$ cat config.mk
export PLATFORM = sky130hd
export DESIGN_NAME = adc_chan_top
export DESIGN_NICKNAME = d
export VERILOG_FILES = /design/src/rtl/adc_chan_pkg.sv /design/src/rtl/adc_chan_regs.sv /design/src/rtl/adc_chan_ctrl.sv /design/src/rtl/adc_chan_top.sv
export SDC_FILE = /design/constraint.sdc
export NUM_CORES = 1
export LEC_CHECK = 0
export BUFFER_PORTS_ARGS = -buffer_cell sky130_fd_sc_hd__buf_2
export CAP_MARGIN = 20
export CORE_ASPECT_RATIO = 2
export CORE_MARGIN = 3
export CORE_UTILIZATION = 60
export DETAILED_ROUTE_END_ITERATION = 10
export PLACE_DENSITY = 0.82
export SETUP_SLACK_MARGIN = 0.02
export SLEW_MARGIN = 20
export SYNTH_ARGS = -nofsm -noshare
export SYNTH_HDL_FRONTEND = slang
export SYNTH_SLANG_ARGS = --single-unit
$ cat constraint.sdc
create_clock -name clk -period 5.4 [get_ports clk]
set_input_delay 0.54 -clock clk [delete_from_list [all_inputs] [get_ports clk]]
set_output_delay 0.54 -clock clk [all_outputs]
set_load 0.01 [all_outputs]
$ cat src/rtl/adc_chan_pkg.sv
package adc_chan_pkg;
  timeunit 1ns; timeprecision 1ps;

  localparam int NUM_SLOT     = 12;
  localparam int SLOT_W       = 4;
  localparam int BANK0_CNT    = 8;
  localparam int SEL_SLOTS    = 4;
  localparam int HIGH_CH_BASE = 13;
  localparam int RES_W        = 10;
  localparam int CH_W         = 5;

  localparam logic [7:0] ADDR_CFG   = 8'h00;
  localparam logic [7:0] ADDR_DIV   = 8'h01;
  localparam logic [7:0] ADDR_STAT0 = 8'h02;
  localparam logic [7:0] ADDR_STAT1 = 8'h03;
  localparam logic [7:0] SLOT_BASE  = 8'h10;

  typedef enum logic [1:0] {ST_IDLE, ST_WAIT, ST_REQ} convState_t;

  // strobe bundle from control to datapath
  typedef struct packed {
    logic              latch;
    logic [SLOT_W-1:0] slot;
    logic [RES_W-1:0]  data;
  } convStrobe_t;

  function automatic logic [CH_W-1:0] slotToCh(input logic [SLOT_W-1:0] s);
    if (int'(s) < BANK0_CNT) return CH_W'(int'(s));
    return CH_W'(int'(s) + HIGH_CH_BASE - BANK0_CNT);
  endfunction
endpackage

$ cat src/rtl/adc_chan_regs.sv
module adc_chan_regs
  import adc_chan_pkg::*;
#(
  parameter int DIV_W = 6
) (
  input  logic                      clk,
  input  logic                      rstN,
  input  logic [7:0]                busAddr,
  input  logic                      busWr,
  input  logic [7:0]                busWdata,
  output logic [7:0]                busRdata,
  input  convStrobe_t               strobe,
  output logic                      modEn,
  output logic                      keepEn,
  output logic [DIV_W-1:0]          divVal,
  output logic [NUM_SLOT-1:0]       enMask,
  output logic [NUM_SLOT-1:0]       validVec,
  output logic [NUM_SLOT*RES_W-1:0] resFlat,
  output logic                      irq
);
  timeunit 1ns; timeprecision 1ps;

  localparam int HI_CNT = NUM_SLOT - BANK0_CNT;

  logic [NUM_SLOT-1:0] ienVec;
  logic [7:0]          ctlRd [NUM_SLOT];
  logic [RES_W-1:0]    resArr [NUM_SLOT];

  // global registers
  always_ff @(posedge clk) begin
    if (!rstN) begin
      modEn  <= 1'b0;
      keepEn <= 1'b0;
      divVal <= '0;
    end else if (busWr) begin
      if (busAddr == ADDR_CFG) begin
        modEn  <= busWdata[0];
        keepEn <= busWdata[1];
      end
      if (busAddr == ADDR_DIV) divVal <= busWdata[DIV_W-1:0];
    end
  end

  for (genvar k = 0; k < NUM_SLOT; k++) begin : g_slot
    localparam logic [7:0] CTL_ADDR = 8'(int'(SLOT_BASE) + 4*k);
    logic ctlWr, statClr, clrHit, setHit;
    logic validReg, ienReg;
    logic [RES_W-1:0] resReg;

    assign ctlWr = busWr && (busAddr == CTL_ADDR);
    if (k < BANK0_CNT) begin : g_st0
      assign statClr = busWr && (busAddr == ADDR_STAT0) && busWdata[k];
    end else begin : g_st1
      assign statClr = busWr && (busAddr == ADDR_STAT1) && busWdata[k-BANK0_CNT];
    end
    assign clrHit = (ctlWr && busWdata[7]) || statClr;
    assign setHit = strobe.latch && (strobe.slot == SLOT_W'(k));

    always_ff @(posedge clk) begin
      if (!rstN) begin
        validReg <= 1'b0;
        ienReg   <= 1'b0;
        resReg   <= '0;
      end else begin
        if (setHit)      validReg <= 1'b1;   // set beats clear
        else if (clrHit) validReg <= 1'b0;
        if (ctlWr) ienReg <= busWdata[5];
        if (setHit && !(keepEn && validReg)) resReg <= strobe.data;
      end
    end

    if (k < SEL_SLOTS) begin : g_sel
      logic [4:0] selReg;
      always_ff @(posedge clk) begin
        if (!rstN)      selReg <= 5'h1F;
        else if (ctlWr) selReg <= busWdata[4:0];
      end
      assign enMask[k] = (selReg == 5'(k));
      assign ctlRd[k]  = {validReg, 1'b0, ienReg, selReg};
    end else begin : g_bit
      logic enReg;
      always_ff @(posedge clk) begin
        if (!rstN)      enReg <= 1'b0;
        else if (ctlWr) enReg <= busWdata[4];
      end
      assign enMask[k] = enReg;
      assign ctlRd[k]  = {validReg, 1'b0, ienReg, enReg, 4'b0000};
    end

    assign validVec[k] = validReg;
    assign ienVec[k]   = ienReg;
    assign resArr[k]   = resReg;
    assign resFlat[k*RES_W +: RES_W] = resReg;
  end

  assign irq = |(validVec & ienVec & enMask);

  always_comb begin
    busRdata = 8'h00;
    unique case (busAddr)
      ADDR_CFG:   busRdata = {6'b0, keepEn, modEn};
      ADDR_DIV:   busRdata = {{(8-DIV_W){1'b0}}, divVal};
      ADDR_STAT0: busRdata = validVec[BANK0_CNT-1:0];
      ADDR_STAT1: busRdata = {{(8-HI_CNT){1'b0}}, validVec[NUM_SLOT-1:BANK0_CNT]};
      default: begin
        for (int k = 0; k < NUM_SLOT; k++) begin
          if (busAddr == 8'(int'(SLOT_BASE) + 4*k))     busRdata = ctlRd[k];
          if (busAddr == 8'(int'(SLOT_BASE) + 4*k + 1)) busRdata = {6'b0, resArr[k][RES_W-1:8]};
          if (busAddr == 8'(int'(SLOT_BASE) + 4*k + 2)) busRdata = resArr[k][7:0];
        end
      end
    endcase
  end
endmodule

$ cat src/rtl/adc_chan_ctrl.sv
module adc_chan_ctrl
  import adc_chan_pkg::*;
#(
  parameter int SAMPLE_CYC = 6,
  parameter int STEP_CYC   = 4,
  parameter int DIV_W      = 6
) (
  input  logic                clk,
  input  logic                rstN,
  input  logic                modEn,
  input  logic [NUM_SLOT-1:0] enMask,
  input  logic [DIV_W-1:0]    divVal,
  output logic                convReq,
  output logic [CH_W-1:0]     convCh,
  input  logic                convAck,
  input  logic [RES_W-1:0]    convData,
  output convStrobe_t         strobe
);
  timeunit 1ns; timeprecision 1ps;

  localparam int CNT_W = $clog2(SAMPLE_CYC + STEP_CYC * (2 ** DIV_W) + 1);

  convState_t        state;
  logic [SLOT_W-1:0] slotReg, pick;
  logic [CNT_W-1:0]  cnt, waitLen;
  logic              anyEn, slotLive;

  always_comb begin
    pick = '0;
    for (int i = NUM_SLOT - 1; i >= 0; i--) if (enMask[i]) pick = SLOT_W'(i);
  end

  assign anyEn    = |enMask;
  assign slotLive = modEn && enMask[slotReg];
  assign waitLen  = CNT_W'(SAMPLE_CYC + STEP_CYC - 1) + CNT_W'(STEP_CYC) * CNT_W'(divVal);

  always_ff @(posedge clk) begin
    if (!rstN) begin
      state   <= ST_IDLE;
      slotReg <= '0;
      cnt     <= '0;
    end else begin
      unique case (state)
        ST_IDLE: if (modEn && anyEn) begin
          slotReg <= pick;
          cnt     <= waitLen;
          state   <= ST_WAIT;
        end
        ST_WAIT: begin
          if (!slotLive)     state <= ST_IDLE;
          else if (cnt == 0) state <= ST_REQ;
          else               cnt   <= cnt - 1'b1;
        end
        ST_REQ: if (!slotLive || convAck) state <= ST_IDLE;
        default: state <= ST_IDLE;
      endcase
    end
  end

  assign convReq      = (state == ST_REQ);
  assign convCh       = slotToCh(slotReg);
  assign strobe.latch = convReq && convAck && slotLive;
  assign strobe.slot  = slotReg;
  assign strobe.data  = convData;
endmodule

$ cat src/rtl/adc_chan_top.sv
module adc_chan_top
  import adc_chan_pkg::*;
#(
  parameter int SAMPLE_CYC = 6,
  parameter int STEP_CYC   = 4,
  parameter int DIV_W      = 6
) (
  input  logic             clk,
  input  logic             rstN,
  input  logic [7:0]       busAddr,
  input  logic             busWr,
  input  logic [7:0]       busWdata,
  output logic [7:0]       busRdata,
  output logic             convReq,
  output logic [CH_W-1:0]  convCh,
  input  logic             convAck,
  input  logic [RES_W-1:0] convData,
  output logic             irq
);
  timeunit 1ns; timeprecision 1ps;

  convStrobe_t               strobe;
  logic                      modEn, keepEn;
  logic [DIV_W-1:0]          divVal;
  logic [NUM_SLOT-1:0]       enMask, validVec;
  logic [NUM_SLOT*RES_W-1:0] resFlat;

  adc_chan_regs #(.DIV_W(DIV_W)) regs_i (
    .clk(clk), .rstN(rstN), .busAddr(busAddr), .busWr(busWr),
    .busWdata(busWdata), .busRdata(busRdata), .strobe(strobe),
    .modEn(modEn), .keepEn(keepEn), .divVal(divVal), .enMask(enMask),
    .validVec(validVec), .resFlat(resFlat), .irq(irq)
  );

  adc_chan_ctrl #(.SAMPLE_CYC(SAMPLE_CYC), .STEP_CYC(STEP_CYC), .DIV_W(DIV_W)) ctrl_i (
    .clk(clk), .rstN(rstN), .modEn(modEn), .enMask(enMask), .divVal(divVal),
    .convReq(convReq), .convCh(convCh), .convAck(convAck),
    .convData(convData), .strobe(strobe)
  );
endmodule

Word level (Yosys, flattened, before mapping)
Cells that the tools add are included.
{"block": "totals", "in_bits": 30, "wordCells": 338, "out_inout_bits": 15, "register_bits": 195}
{"block": "op_classes", "reduce_logical": 129, "bitwise": 2, "n_mux": 87, "order_cmp": 2, "add_sub_neg": 4, "n_eq_ne": 60}
{"cell": "$mux 8", "count": 36}
{"cell": "$eq 8x6->1 const B", "count": 24}
{"cell": "$eq 8x5->1 const B", "count": 12}
{"cell": "$logic_and 1x1->1", "count": 78}
{"cell": "$mux 4", "count": 12}
{"cell": "$pmux 8 s4", "count": 1}
{"cell": "$mux 9", "count": 3}
{"cell": "$mux 1", "count": 26}
{"cell": "$reduce_bool 2->1", "count": 13}
{"cell": "$and 12x12->12", "count": 2}
{"cell": "$reduce_or 12->1", "count": 2}
{"cell": "$pmux 9 s2", "count": 1}
{"cell": "$eq 4x3->1 const B", "count": 4}
{"cell": "$eq 4x4->1 const B", "count": 4}
{"cell": "$eq 8x2->1 const B", "count": 2}
{"cell": "$logic_not 1->1", "count": 13}
{"cell": "$logic_or 1x1->1", "count": 13}
{"cell": "$eq 5x2->1 const B", "count": 2}
{"cell": "$mux 5", "count": 2}
{"cell": "$add 4x8->9 const A", "count": 1}
{"cell": "$logic_not 9->1", "count": 1}
{"cell": "$sub 9x1->9 const B", "count": 1}
{"cell": "$eq 4x2->1 const B", "count": 2}
{"cell": "$eq 8x1->1 const B", "count": 1}
{"cell": "other kinds (21)", "count": 28}

Longest topological paths before layout
Gate-level depths: netlist of run 1.
{"block": "depth", "ltp_word": 38, "ltp_mapped": 9, "ltp_nobuf": 8}

Modules after synthesis
From an unflattened synthesis of run 1, not the netlist that was laid out.
{"block": "unflattened", "cells_unflattened": 1291, "area_unflattened_um2": 11059.4}
{"module": "adc_chan_regs", "instances": 1, "area_per_inst_um2": 9820.7, "seq_area_each_um2": 3603.5, "cells_per_inst": 1128}
{"module": "adc_chan_ctrl", "instances": 1, "area_per_inst_um2": 1238.7, "seq_area_each_um2": 300.3, "cells_per_inst": 163}

Least setup slack after synthesis of run 1
Ideal clock, no wire load.
{"block": "synth_timing", "kind": "input to output", "startpoint": "input busAddr[2]", "endpoint": "output busRdata[0]", "arrival_ps": 2391, "path_slack_ps": 2469, "path_stages": 9, "required_ps": 4860, "n_path_buf": 4, "cell_sequence": "clkbuf_1 -> clkbuf_1 -> buf_1 -> clkbuf_1 -> o21a_1 -> o21ai_0 -> nand4b_1 -> a22oi_1 -> o21ai_0"}
{"block": "synth_via", "elab_chain_len": 38, "elab_cells_between_ends": 77, "cone_classes": "39 x eq/ne; 37 x mux; 1 x reduce/logical"}
{"item": "start: declaration", "line": "adc_chan_top.sv:10", "source": "input logic [7:0] busAddr,"}
{"item": "$eq 8x5->1", "line": "adc_chan_regs.sv:107", "source": "if (busAddr == 8'(int'(SLOT_BASE) + 4*k)) busRdata = ctlRd[k];"}
{"item": "$mux 8", "line": "adc_chan_regs.sv:107"}
{"item": "$mux 8", "line": "adc_chan_regs.sv:108", "source": "if (busAddr == 8'(int'(SLOT_BASE) + 4*k + 1)) busRdata = {6'b0, resArr[k][RES_W-1:8]};"}
{"item": "$mux 8", "line": "adc_chan_regs.sv:109", "source": "if (busAddr == 8'(int'(SLOT_BASE) + 4*k + 2)) busRdata = resArr[k][7:0];"}
{"item": "$mux 8", "line": "adc_chan_regs.sv:107"}
{"item": "$mux 8", "line": "adc_chan_regs.sv:108"}
{"item": "$mux 8", "line": "adc_chan_regs.sv:109"}
{"item": "$mux 8", "line": "adc_chan_regs.sv:107"}
{"item": "(+22 left out)"}
{"item": "$mux 8", "line": "adc_chan_regs.sv:109"}
{"item": "$mux 8", "line": "adc_chan_regs.sv:107"}
{"item": "$mux 8", "line": "adc_chan_regs.sv:108"}
{"item": "$mux 8", "line": "adc_chan_regs.sv:109"}
{"item": "$mux 8", "line": "adc_chan_regs.sv:107"}
{"item": "$mux 8", "line": "adc_chan_regs.sv:108"}
{"item": "$mux 8", "line": "adc_chan_regs.sv:109"}
{"item": "$pmux 8 s4 *", "line": "adc_chan_regs.sv:100", "source": "unique case (busAddr)"}
{"item": "end: declaration", "line": "adc_chan_top.sv:13", "source": "output logic [7:0] busRdata,"}
Every way passes the cells marked *; elsewhere a longest branch is shown, timed or not.

Worst setup path in the final report of run 1
{"block": "layout_timing", "startpoint": "input busAddr[1]", "endpoint": "output busRdata[4]"}
Same word-level chain as after synthesis.

==> results of run 1 <==
state kept, by name, summed over array words and instances (netlist names), 4 cells and up:
signal,cells
regs_i.g_slot.ienReg,12
regs_i.g_slot.validReg,12
ctrl_i.cnt,9
regs_i.g_slot.g_sel.selReg,20
regs_i.g_slot.g_bit.enReg,8
regs_i.divVal,6
ctrl_i.slotReg,4
regs_i.g_slot.resReg,120
report_power, final:
part / internal, uW / switching, uW / total [uW]
combinational: 56.9 / 168 / 225
sequential: 1440 / 2.68 / 1440
clock: 723 / 604 / 1330
logic make-up after synthesis:
kind of cell	count (synthesis)	synth area share, %
muxes	206	20.5
adders and majority gates	8	0.953
and+or+nand+nor	451	19.8
xor gates and xnor gates	4	0.334
AOI/OAI and AO/OA	255	17.1
buffers and inverters	113	4.21
DFF	195	37.2
area by class of cell:
type                            count  area, sq um
Multi-Input combinational cell    924         6190
Fill cell                        1417         5500
Sequential cell                   195         3900
Clock buffer                       19          453
Timing Repair Buffer               69          412
Tap cell                          207          259
Clock inverter                     13          160
Inverter                           15         57.6
routing by layer:
metal / vias to the layer above / global-route usage (%)
met4: 0 / 35.5
met1: 4919 / 44.3
met5: - / 0
li1: 4475 / -
met2: 683 / 73.7
met3: 248 / 7.38
Yosys cell counts, drive strengths merged, types with 5 or more instances:
cell type | instances | share of area (%)
nor2 | 150 | 5.4
o22ai | 16 | 0.95
a21boi | 5 | 0.36
o211ai | 9 | 0.64
and3 | 9 | 0.54
mux4 | 5 | 1.1
clkbuf | 78 | 2.8
nor4 | 7 | 0.42
a221oi | 11 | 0.92
o21ai | 38 | 1.8
dfxtp | 195 | 37
nand2 | 143 | 5.1
nand4 | 9 | 0.54
nand3 | 52 | 2.5
o221ai | 6 | 0.50
or3 | 6 | 0.36
nand2b | 9 | 0.54
o2111ai | 5 | 0.42
a21o | 6 | 0.43
a211oi | 6 | 0.43
a22oi | 26 | 1.9
ha | 8 | 0.95
a31oi | 15 | 0.95
and2 | 6 | 0.36
mux2 | 21 | 2.3
a32oi | 17 | 1.4
a21oi | 48 | 2.3
nor3 | 13 | 0.67
inv | 15 | 0.54
nor2b | 19 | 1.1
mux2i | 180 | 17
buf | 20 | 0.88
critical path, delay by kind of cell:
kind | cells | cell delay (ns)
AOI/OAI and AO/OA | 5 | 1.53
buffers and inverters | 2 | 0.71
and+or+nand+nor | 1 | 0.77
cell usage in the layout (no fill, tap or decap), drive strengths merged, types with 17 or more instances in the layout:
master / count
mux2i: 180
a21oi: 48
nor2: 150
clkbuf: 19
dfxtp: 195
a32oi: 17
nand3: 52
o21ai: 38
inv: 20
a22oi: 26
nand2: 143
buf: 69
mux2: 21
nor2b: 19
per-stage QoR:
step                      hold WS [ns]  setup WS, ns  cell area, sq um  power (uW)  std cells
after floorplan                  0.435          2.47             10500        1610       1232
after global placement           0.445          1.75             10800        1690       1409
after detailed placement         0.454          1.60             10800        1690       1409
after CTS                        0.460          1.57             11400        2980       1441
after global routing             0.489          1.26             11400        3060       1442
final                            0.467          1.29             11400        2990       1442
worst paths after layout:
path | slack (ns) | end | from
setup reg to reg | 1.92 | regs_i.g_slot[6].resReg[5]$_SDFFE_PN0P_ | ctrl_i.slotReg[1]$_SDFFE_PN0P_
setup / recovery | 1.29 | busRdata[4] | busAddr[1]
hold reg to reg | 0.47 | regs_i.g_slot[8].resReg[6]$_SDFFE_PN0P_ | regs_i.g_slot[8].resReg[6]$_SDFFE_PN0P_
hold / removal | 0.47 | regs_i.g_slot[1].g_sel.selReg[2]$_SDFFE_PN1P_ | busWdata[2]
==> flow_metrics.py, run 1 <==
metrics = {
    "floorplan": {
        "die_y_microns": 193,
        "core_area_sq_um": 16900,
        "start_util_pct": 62.0,
        "dieArea_sq_um": 19200,
        "fp-row-count": 67,
        "die_w_microns": 99.5,
        "ios": 45,
    },
    "sta": {
        "worst_slew_pin_slew_ns": 0.997,
        "finalHoldViolCount": 0,
        "fmax_mhz": 243,
        "slew_viol_final": 0,
        "final-setup-viol-count": 0,
        "rsz0062_at_grt": "false",
        "slew_headroom_pct": 32.9,
        "fin_setup_tns_ns": 0,
        "min_period_over_period_pct": 76.1,
        "fin_crit_ns": 4.11,
        "clock_skew_ns": 0.00876,
    },
    "cts": {
        "clock_path_buffers": 2,
        "clock_latency_ns": 0.45,
        "cts_buffers": 17,
        "htree_num_levels": 4,
        "hold_buffers": 0,
        "cts_num_sinks": 195,
        "post_cts_resized": 0,
        "cts_root_buf": "clkbuf_16",
        "cts_tree": "done",
        "postCtsSetupBuffers": 0,
        "path_clk_slew_ns": 0.08,
    },
    "global_routing": {
        "grt_pass1_wl_mm": 60.9,
        "grt_pass1_vias": 10200,
        "antenna_found_initial": 0,
        "grt_start_max_net_pins": 69,
        "grt_overflow": 0,
        "grt.total_usage_pct": 42.6,
    },
    "routing": {
        "drcViolationCount": 0,
        "drtIter0Drc": 1157,
        "drt-met1-wl_mm": 13.4,
        "route.met2.wl_mm": 19.9,
        "vias": 10300,
        "drt-total-wl_mm": 40.7,
        "wl_per_cell_microns": 28.2,
        "ant_nets": 0,
        "met3WireLength_mm": 3.32,
        "top_layer": "met4",
        "first_pass_iters": 7,
        "viasPerCell": 7.16,
    },
    "logic_synthesis": {
        "ys_warn_count": 0,
        "yosysUniqueCellTypes": 73,
        "avgSynthCellArea_sq_um": 8.52,
        "ys.flop_type": "dfxtp_1",
        "synth_nets": 1270,
        "synth_edf_count": 0,
        "async_flop_share_pct": 0,
        "syn-cell-area_sq_um": 10500,
        "netlist_instances": 1232,
        "ys_seq_elements": 195,
        "synth-seq-area-share_pct": 37.2,
    },
    "power_and_ir_drop": {
        "p_leak_uw": 0.00516,
        "vdd_drop_max_uv": 208,
        "powerDensity_nw_per_um2": 262,
    },
    "setup_path": {
        "cp_data_required_time_ns": 4.86,
        "crit_type": "in -> out",
        "cp_common_cell": "buf_2",
        "rr_worst_depth": 6,
        "path_cells": "buf_2, nor2b_1, a22oi_1, o21ai_0, o311a_1, a221oi_1, o221ai_1, buf_2",
        "critPathMaxFanout": 33,
        "start_kind": "input pin",
        "endpoint_kind": "output pin",
        "slowest_stage": "nor2b_1",
        "max_stage_delay_ns": 0.77,
        "cp_data_arrival_time_ns": 3.57,
    },
    "place": {
        "dp_hpwl_mm": 28.9,
        "gp_congestion": 1.08,
        "io_buffers": 44,
    },
    "cells_and_area": {
        "final_nets": 1260,
        "drive_gt1_share_pct": 11.3,
        "diodes": 0,
        "final_util_pct": 67.5,
        "area_growth_pct": 8.89,
    },
    "run": {
        "drv_cap": 0,
    },
    "outcome": {
        "outcome": "finished clean",
    },
    "worst_hold_path": {
        "hold_class": "in -> reg",
        "min_path_cells": 3,
    },
}
Note: power is estimated with default switching activity, not from simulation.
==> run 2: changes to the inputs <==
--- a/config.mk
+++ b/config.mk
@@ -9,9 +9,9 @@
 export CAP_MARGIN = 20
 export CORE_ASPECT_RATIO = 2
 export CORE_MARGIN = 3
-export CORE_UTILIZATION = 60
+export CORE_UTILIZATION = 56
 export DETAILED_ROUTE_END_ITERATION = 10
-export PLACE_DENSITY = 0.82
+export PLACE_DENSITY = 0.8
 export SETUP_SLACK_MARGIN = 0.02
 export SLEW_MARGIN = 20
 export SYNTH_ARGS = -nofsm -noshare
==> constraint.sdc (replaced) <==
create_clock -name clk -period 3.6 [get_ports clk]
set_input_delay 0.36 -clock clk [delete_from_list [all_inputs] [get_ports clk]]
set_output_delay 0.36 -clock clk [all_outputs]
set_load 0.01 [all_outputs]
==> run 2 against run 1 <==
Net effect:
- worst setup slack worse by 1.2 ns
- sequential cell count unchanged
- register-to-register slack worse by 1.2 ns
- hold slack worse by 0.19 ns
- critical path depth unchanged
- die area up 6.8%
- first-iteration DRC count down 0.52%
- clock-buffer cell count up 1
- largest power group unchanged
==> flow_metrics.py, run 2 (synthesis gave the netlist of run 1 again) <==
metrics = {
    "global_routing": {
        "antenna_found_initial": 1,
        "grt_start_max_net_pins": 90,
        "grt_pass1_vias": 10100,
        "grt_overflow": 0,
        "grt.total_usage_pct": 39.5,
        "grt_pass1_wl_mm": 59.9,
    },
    "cts": {
        "cts_tree": "done",
        "cts_buffers": 17,
        "htree_num_levels": 4,
        "cts_num_sinks": 195,
        "hold_buffers": 0,
        "post_cts_resized": 0,
        "postCtsSetupBuffers": 0,
        "clock_path_buffers": 2,
        "path_clk_slew_ns": 0.08,
        "clock_latency_ns": 0.45,
        "cts_root_buf": "clkbuf_16",
    },
    "cells_and_area": {
        "regMostFlops": "regs_i.g_slot.resReg",
        "fin_cells": 1477,
        "drive_gt1_share_pct": 13.1,
        "seqCellArea_sq_um": 3900,
        "largest_registers": "regs_i.g_slot.resReg x120, regs_i.g_slot.g_sel.selReg x20",
        "fillCellCount": 1596,
        "largest_reg_flops": 120,
        "final_nets": 1286,
        "area_growth_pct": 10.9,
        "layout_commonest_cell": "dfxtp_1",
        "multi_input_area_sq_um": 6190,
        "diodes": 0,
        "final_cell_mix": "dfxtp_1 (195), mux2i_1 (180), nor2_1 (150)",
    },
    "setup_path": {
        "endpoint_kind": "output pin",
        "crit_path_start": "busAddr[1]",
        "cp-endpoint": "busRdata[5]",
        "cp_data_required_time_ns": 3.24,
        "start_kind": "input pin",
        "critPathMaxFanout": 24,
        "crit_type": "in -> out",
        "r2r_setup_slack_ns": 0.76,
        "cp_data_arrival_time_ns": 3.11,
        "rr_worst_depth": 7,
        "r2r_end": "regs_i.g_slot[7].resReg[4]$_SDFFE_PN0P_",
        "r2r_start": "ctrl_i.slotReg[1]$_SDFFE_PN0P_",
    },
    "routing": {
        "drt-total-wl_mm": 40.1,
        "vias": 10300,
        "ant_nets": 0,
        "first_pass_iters": 6,
        "drcViolationCount": 0,
        "viasPerCell": 7.01,
        "wl_per_cell_microns": 27.1,
        "drtIter0Drc": 1151,
    },
    "sta": {
        "worst_slew_pin_slew_ns": 1.22,
        "slew_viol_final": 0,
        "fmax_mhz": 288,
        "fin_setup_tns_ns": 0,
        "finalHoldViolCount": 0,
        "final-setup-viol-count": 0,
        "rsz0062_at_grt": "false",
        "clock_skew_ns": 0.0130,
        "fin_crit_ns": 3.47,
        "slew_headroom_pct": 18.1,
        "min_period_over_period_pct": 96.3,
        "layout_setup_ws_ns": 0.133,
    },
    "power_and_ir_drop": {
        "vdd_drop_max_uv": 286,
        "p_leak_uw": 0.00527,
        "powerDensity_nw_per_um2": 381,
    },
    "place": {
        "place_inst": 1445,
        "dp_hpwl_mm": 28.6,
        "io_buffers": 44,
        "dpl_worst_slack_ns": 0.278,
        "gp_congestion": 1.04,
    },
    "outcome": {
        "outcome": "finished clean",
    },
    "floorplan": {
        "dieArea_sq_um": 20500,
        "ios": 45,
        "start_util_pct": 57.1,
        "core_area_sq_um": 18400,
        "fp-row-count": 70,
        "die_y_microns": 200,
        "die_w_microns": 103,
    },
    "run": {
        "drv_cap": 0,
    },
    "worst_hold_path": {
        "hp-start": "convData[6]",
        "hold_class": "in -> reg",
    },
}
-- run 2: stage by stage --
stage          hold WS [ns]  total power [uW]  util, %  area (sq um)
6_report              0.277              4430     63.3         11600
5_1_grt               0.295              4540     63.3         11600
4_1_cts               0.267              4420     63.3         11600
3_5_place_dp          0.456              2550     60.1         11100
3_3_place_gp          0.442              2550     60.1         11100
2_1_floorplan         0.435              2410        -         10500
-- run 2: metal layers --
layer,share of wire (%),up-vias,GRT usage [%],routed length (microns)
li1,-,4533,-,-
met1,33,4821,41.8,13200
met2,47,711,65.1,19000
met3,8.3,284,8.63,3320
met4,11,0,32.8,4510
met5,0,-,0,0
-- run 2: how the worst min path moves through the flow --
stage	slack (ns)	depth (start not counted)	to
6_report	0.28	3	regs_i.g_slot[2].resReg[6]$_SDFFE_PN0P_
5_1_grt	0.30	3	regs_i.g_slot[2].resReg[6]$_SDFFE_PN0P_
4_1_cts	0.27	3	regs_i.g_slot[3].resReg[6]$_SDFFE_PN0P_
3_5_place_dp	0.46	2	regs_i.g_slot[5].resReg[8]$_SDFFE_PN0P_
3_3_place_gp	0.44	2	regs_i.g_slot[4].resReg[2]$_SDFFE_PN0P_
2_1_floorplan	0.44	2	regs_i.g_slot[5].resReg[4]$_SDFFE_PN0P_
-- run 2: layout make-up --
class	instances	area share [%]
Timing Repair Buffer	95	5.50
Clock buffer	20	3.92
Multi-Input combinational cell	924	53.2
Inverter	15	0.495
Sequential cell	195	33.5
Tap cell	216	2.32
Clock inverter	12	1.05
-- run 2: worst max-delay path, stage by stage --
cell,delay [ns]
buf_2,0.42
nor4bb_1,0.73
a22oi_1,0.22
a221oi_1,0.57
o311a_1,0.25
a221oi_1,0.05
o221ai_1,0.31
buf_2,0.19
-- run 2: report_power, final --
| part | total, uW | switching (uW) | internal, uW |
|---|---|---|---|
| clock network | 1910 | 904 | 1010 |
| registers | 2160 | 4.50 | 2160 |
| logic | 363 | 261 | 102 |
| total | 4430 | 1170 | 3270 |
